==> src/rtl/agd_pkg.sv <==
package agd_pkg;

   // Start-up table state chosen by the mode-select and stage-reset pins
   typedef enum logic [1:0] {
      STG_OFF      = 2'd0,
      STG_PRECHG   = 2'd1,
      STG_REDUCED  = 2'd2,
      STG_FULL     = 2'd3
   } stage_e;

   function automatic stage_e stage_decode(input logic mode_sel, input logic stage_run);
      stage_e s;
      if (!stage_run) s = mode_sel ? STG_PRECHG : STG_OFF;
      else            s = mode_sel ? STG_FULL   : STG_REDUCED;
      return s;
   endfunction

endpackage

==> src/rtl/agd_sync.sv <==
module agd_sync #(
   parameter int         W       = 1,
   parameter int         STAGES  = 2,
   parameter logic [W-1:0] RST_VAL = '0
) (
   input  logic         clk,
   input  logic         rst_n,
   input  logic [W-1:0] d_i,
   output logic [W-1:0] q_o
);

   generate
      if (STAGES < 2) begin : g_bad_depth
         $error("agd_sync: STAGES must be at least 2");
      end
   endgenerate

   logic [W-1:0] pipe [STAGES];

   generate
      for (genvar k = 0; k < STAGES; k++) begin : g_stage
         if (k == 0) begin : g_first
            always_ff @(posedge clk or negedge rst_n) begin
               if (!rst_n) pipe[0] <= RST_VAL;
               else        pipe[0] <= d_i;
            end
         end else begin : g_next
            always_ff @(posedge clk or negedge rst_n) begin
               if (!rst_n) pipe[k] <= RST_VAL;
               else        pipe[k] <= pipe[k-1];
            end
         end
      end
   endgenerate

   assign q_o = pipe[STAGES-1];

endmodule

==> src/rtl/agd_fault.sv <==
module agd_fault #(
   parameter int HYST_CYCLES = 16,
   localparam int CW = $clog2(HYST_CYCLES + 1)
) (
   input  logic clk,
   input  logic rst_n,
   input  logic trip_s,
   input  logic ovl_s,
   input  logic por_s,
   input  logic stage_run_s,
   output logic therm_shut_o,
   output logic ovl_held_o
);

   generate
      if (HYST_CYCLES < 1) begin : g_bad_hyst
         $error("agd_fault: HYST_CYCLES must be at least 1");
      end
   endgenerate

   localparam logic [CW-1:0] HOLD_LAST = CW'(HYST_CYCLES - 1);

   logic          ts_q;
   logic [CW-1:0] cool_cnt;
   logic          run_prev;
   logic          run_rise;

   // Thermal shutdown with cool-down hold-off
   always_ff @(posedge clk or negedge rst_n) begin
      if (!rst_n) begin
         ts_q     <= 1'b0;
         cool_cnt <= '0;
      end else if (trip_s) begin
         ts_q     <= 1'b1;
         cool_cnt <= '0;
      end else if (ts_q) begin
         if (cool_cnt == HOLD_LAST) begin
            ts_q     <= 1'b0;
            cool_cnt <= '0;
         end else begin
            cool_cnt <= cool_cnt + 1'b1;
         end
      end
   end

   assign therm_shut_o = trip_s | ts_q;

   // Stage-reset rising edge on the synchronized pin
   always_ff @(posedge clk or negedge rst_n) begin
      if (!rst_n) run_prev <= 1'b0;
      else        run_prev <= stage_run_s;
   end

   assign run_rise = stage_run_s & ~run_prev;

   // Overload latch: cleared by power-on or a stage-reset rising edge
   always_ff @(posedge clk or negedge rst_n) begin
      if (!rst_n)                  ovl_held_o <= 1'b0;
      else if (por_s || run_rise)  ovl_held_o <= 1'b0;
      else if (ovl_s)              ovl_held_o <= 1'b1;
   end

endmodule

==> src/rtl/agd_map.sv <==
module agd_map
   import agd_pkg::*;
#(
   parameter int NUM_CH  = 6,
   parameter int RED_CH  = 3
) (
   input  logic              mode_s,
   input  logic              stage_run_s,
   input  logic              fault_i,
   output logic              bias_en_o,
   output logic [NUM_CH-1:0] chan_en_o
);

   generate
      if (RED_CH < 1 || RED_CH >= NUM_CH) begin : g_bad_split
         $error("agd_map: RED_CH must lie between 1 and NUM_CH-1");
      end
   endgenerate

   stage_e stage;

   always_comb stage = stage_decode(mode_s, stage_run_s);

   assign bias_en_o = (stage == STG_PRECHG) & ~fault_i;

   generate
      for (genvar c = 0; c < NUM_CH; c++) begin : g_ch
         if (c < RED_CH) begin : g_core
            assign chan_en_o[c] = ((stage == STG_FULL) | (stage == STG_REDUCED)) & ~fault_i;
         end else begin : g_ext
            assign chan_en_o[c] = (stage == STG_FULL) & ~fault_i;
         end
      end
   endgenerate

endmodule

==> src/rtl/amp_guard.sv <==
module amp_guard #(
   parameter int NUM_SUP     = 4,
   parameter int NUM_CH      = 6,
   parameter int RED_CH      = 3,
   parameter int SYNC_STAGES = 2,
   parameter int HYST_CYCLES = 16
) (
   input  logic               clk,
   input  logic               rst_n,
   input  logic               temp_warn_i,
   input  logic               temp_trip_i,
   input  logic [NUM_SUP-1:0] uv_i,
   input  logic               por_i,
   input  logic               ovl_i,
   input  logic               mode_sel_i,
   input  logic               stage_rst_n_i,
   output logic               bias_en_o,
   output logic [NUM_CH-1:0]  chan_en_o,
   output logic               warn_n_o,
   output logic               fault_n_o
);

   localparam int SW = NUM_SUP + 5;

   generate
      if (NUM_SUP < 1) begin : g_bad_sup
         $error("amp_guard: NUM_SUP must be at least 1");
      end
   endgenerate

   logic [SW-1:0]      raw_bus;
   logic [SW-1:0]      sync_bus;
   logic               warn_s;
   logic               trip_s;
   logic               ovl_s;
   logic               mode_s;
   logic               stage_run_s;
   logic [NUM_SUP-1:0] uv_s;
   logic               por_s;
   logic               therm_shut;
   logic               ovl_held;
   logic               fault_any;

   assign raw_bus = {uv_i, stage_rst_n_i, mode_sel_i, ovl_i, temp_trip_i, temp_warn_i};

   agd_sync #(.W(SW), .STAGES(SYNC_STAGES), .RST_VAL('0)) i_sync_main (
      .clk   (clk),
      .rst_n (rst_n),
      .d_i   (raw_bus),
      .q_o   (sync_bus)
   );

   agd_sync #(.W(1), .STAGES(SYNC_STAGES), .RST_VAL(1'b1)) i_sync_por (
      .clk   (clk),
      .rst_n (rst_n),
      .d_i   (por_i),
      .q_o   (por_s)
   );

   assign warn_s      = sync_bus[0];
   assign trip_s      = sync_bus[1];
   assign ovl_s       = sync_bus[2];
   assign mode_s      = sync_bus[3];
   assign stage_run_s = sync_bus[4];
   assign uv_s        = sync_bus[SW-1:5];

   agd_fault #(.HYST_CYCLES(HYST_CYCLES)) i_fault (
      .clk          (clk),
      .rst_n        (rst_n),
      .trip_s       (trip_s),
      .ovl_s        (ovl_s),
      .por_s        (por_s),
      .stage_run_s  (stage_run_s),
      .therm_shut_o (therm_shut),
      .ovl_held_o   (ovl_held)
   );

   assign fault_any = therm_shut | (|uv_s) | por_s | ovl_held;

   agd_map #(.NUM_CH(NUM_CH), .RED_CH(RED_CH)) i_map (
      .mode_s      (mode_s),
      .stage_run_s (stage_run_s),
      .fault_i     (fault_any),
      .bias_en_o   (bias_en_o),
      .chan_en_o   (chan_en_o)
   );

   assign warn_n_o  = ~warn_s;
   assign fault_n_o = ~(fault_any & stage_run_s);

endmodule

==> config.mk <==
export PLATFORM = sky130hd
export DESIGN_NAME = amp_guard
export DESIGN_NICKNAME = d
export VERILOG_FILES = /design/src/rtl/agd_pkg.sv /design/src/rtl/agd_sync.sv /design/src/rtl/agd_fault.sv /design/src/rtl/agd_map.sv /design/src/rtl/amp_guard.sv
export SDC_FILE = /design/constraint.sdc
export NUM_CORES = 1
export LEC_CHECK = 0
export BUFFER_PORTS_ARGS = -buffer_cell sky130_fd_sc_hd__buf_2
export CORE_UTILIZATION = 43
export DETAILED_ROUTE_END_ITERATION = 6
export PLACE_DENSITY = 0.68
export REMOVE_ABC_BUFFERS = 1
export SYNTH_ARGS = -nofsm -noshare
export SYNTH_HDL_FRONTEND = slang
export SYNTH_HIERARCHICAL = 1
export SYNTH_SLANG_ARGS = --single-unit
==> constraint.sdc <==
create_clock -name clk -period 1.4 [get_ports clk]
set_input_delay 0.14 -clock clk [delete_from_list [all_inputs] [get_ports clk]]
set_output_delay 0.14 -clock clk [all_outputs]
set_load 0.02 [all_outputs]
==> impl_metrics.ini <==
[die]
rows = 17
fp.dieH_um = 50.5
initial_core_util_pct = 45.8
fp.coreArea_mm2 = 0.00221
die-area_mm2 = 0.00255
die_w_um = 50.5
io_pins = 21

[synth]
synth_compound_area_share_pct = 4.70
synth_area_mm2 = 0.00101
synth.most_common_cell = dfrtp_1
synth_largest_area_cell = dfrtp_1
synthMuxAreaShare_pct = 1.11
synth.ff_latch_count = 28
yosysWarnings = 6
ys_types = 24
ys.flop_type = dfrtp_1
synth_edf_count = 0
async_flop_share_pct = 100
syn_inst = 73
synth_common_cells = 26 x dfrtp_1, 13 x buf_4, 5 x nand2_1
synthAdderAreaFrac_pct = 1.24
synth-seq-area-share_pct = 69.5
synthXorXnorAreaFrac_pct = 0.865
syn_area_per_cell_um2 = 13.9
synth_top_family_by_area = simple AND/OR/NAND/NOR gates
synth_top_area_share_pct = 64.3
synth-simple-area-share_pct = 11.5
yosys-top-cells-area = dfrtp_1 64%, buf_4 9.6%, dfstp_2 5.2%

[run_status]
violations = negative setup slack
status = complete, but fails checks

[sta]
final.period_utilization_pct = 123
fin_skew_ps = 1.33
timing.fmax_mhz = 579
rsz0062_at_grt = true
hold_viol_final = 0
maxSlewHeadroom_pct = 61.0
setup_viol = 8
setup_tns_ps = -2300
worst_pin_slew_ps = 585
drv_slew = 0
fin_hold_ws_ps = 345
fin_crit_ps = 1730
layout_setup_ws_ps = -328

[placement]
io_buffers = 20
gp_congestion = 0.776
hpwlAfterDp_um = 889

[worst_setup_path]
critPathLaunchType = flip-flop
arrival_ps = 1590
worstRegToRegCells = 5
crit_required_ps = 1260
end_kind = output pin
cp_max_fo = 3
crit_type = flip-flop to output pin

[route]
first_iter_violations = 0
via_per_inst = 4.45
wire_per_inst_um = 10.7
first_pass_iters = 1
ant_nets = 0
wl_met1_um = 590
routed-wl-met3_um = 75
drt-total-wl_mm = 1.38
drc = 0
wl_met2_um = 699
vias = 569
highest_layer = met4

[power]
worst_ir_drop_vdd_uv = 976
power.density_mw_per_mm2 = 1140
p_leak_nw = 0.610

[layout]
finalNetCount = 114
n_antenna_cell = 0
multi_input_area_um2 = 213
fill_cells = 180
area_growth_pct = 28.3
final-seq-area_um2 = 703
layout-drive-gt1-share_pct = 39.0

[clock_network]
path_clk_slew_ps = 140
root_buffer = clkbuf_4
cts_tree = yes
cts_buffers = 3
cts_buffer_depth = 2
cts-htree-levels = 1
clkLatencyLatePin_ps = 320
cts.sinks = 28

[min_path]
hold_class = primary input to async pin

[global_route]
grt_pass1_vias = 533
antenna_found_initial = 0
grt_start_max_net_pins = 29
grt_pass1_wl_mm = 2.23
grt_usage_pct = 12.4
grt_overflow = 0

[job]
maxCapViolCount = 0
## worst max-delay path, stage by stage (launching register included)
cell	delay, ps
dfrtp_1	410
nor2_2	130
inv_1	60
nor3_2	150
nand2_1	110
and3b_2	270
buf_4	140
## power breakdown
part	switching [mW]	total (mW)	leakage, nW	internal, mW
Sequential	0.0262	0.877	0.331	0.851
Combinational	0.0403	0.0932	0.251	0.0528
Clock	0.220	0.509	0.0279	0.289
Total	0.286	1.48	0.610	1.19
## per-stage QoR
step                cells  util [%]  power [mW]  worst slack (ps)  area (um^2)
detailed placement    110      48.1       0.952              -117         1060
CTS                   127      58.0        1.49              -310         1280
finish                128      58.7        1.48              -328         1300
global placement      110      48.1       0.948             -19.9         1060
global route          128      58.7        1.54              -414         1300
floorplan              60         -       0.908              -178          915
## sequential cells by signal, indices dropped and copies added, names as in the netlist
register and cells:
i_fault/cool_cnt 5, i_sync_por/pipe 1, i_sync_main/pipe 9, i_sync_por/q_o 1, i_fault/ts_q 1, i_sync_main/q_o 9, i_fault/run_prev 1, i_fault/ovl_held_o 1
## cell usage in the layout (no fill, tap or decap), drive strengths merged, types with 3 or more instances in the layout
cell type,instances
clkbuf,3
nand2,5
dlygate4sd3,11
nor2,3
buf,25
dfrtp,26
inv,4
## path summary, 6_finish.rpt
kind	start	to	slack [ps]
setup reg to reg	i_sync_main/q_o[1]	i_fault/cool_cnt[3]	140
hold reg to reg	i_sync_main/pipe[11]	i_sync_main/q_o[2]	370
min in group clk	i_sync_main/pipe[11]	i_sync_main/q_o[2]	370
setup / recovery	i_sync_main/q_o[1]	chan_en_o[4]	-330
max in group asynchronous	rst_n	i_sync_por/pipe[1]	680
hold / removal	rst_n	i_sync_main/q_o[8]	350
## cells by family after synthesis
group	count (synthesis)
flops	28
simple gates	19
buf+inv	17
compound gates	6
xor+xnor	1
mux	1
fa+ha+maj	1
## layout make-up
| class | count | area share, % |
|---|---|---|
| Clock inverter | 1 | 2.31 |
| Clock buffer | 3 | 1.73 |
| Multi-Input combinational cell | 28 | 16.4 |
| Inverter | 4 | 1.16 |
| Sequential cell | 28 | 54.1 |
| Timing Repair Buffer | 36 | 21.6 |
| Tap cell | 28 | 2.70 |
## layer usage
layer  global-route usage, %  up-vias
met1                    14.3      265
met4                    4.17        0
met3                    5.45        2
met5                       0        -
li1                        -      282
met2                    20.4       20
## what timing repair did
action / 4_1_cts / 5_1_grt
hold buffers: 11 / 0
endpoints found under the setup margin: 8 / 8
hold endpoints to repair: 36 / 0
buffers inserted: 2 / 1
pin swaps: 2 / 1
resized for setup: 12 / 2
Note: power is estimated with default switching activity, not from simulation.
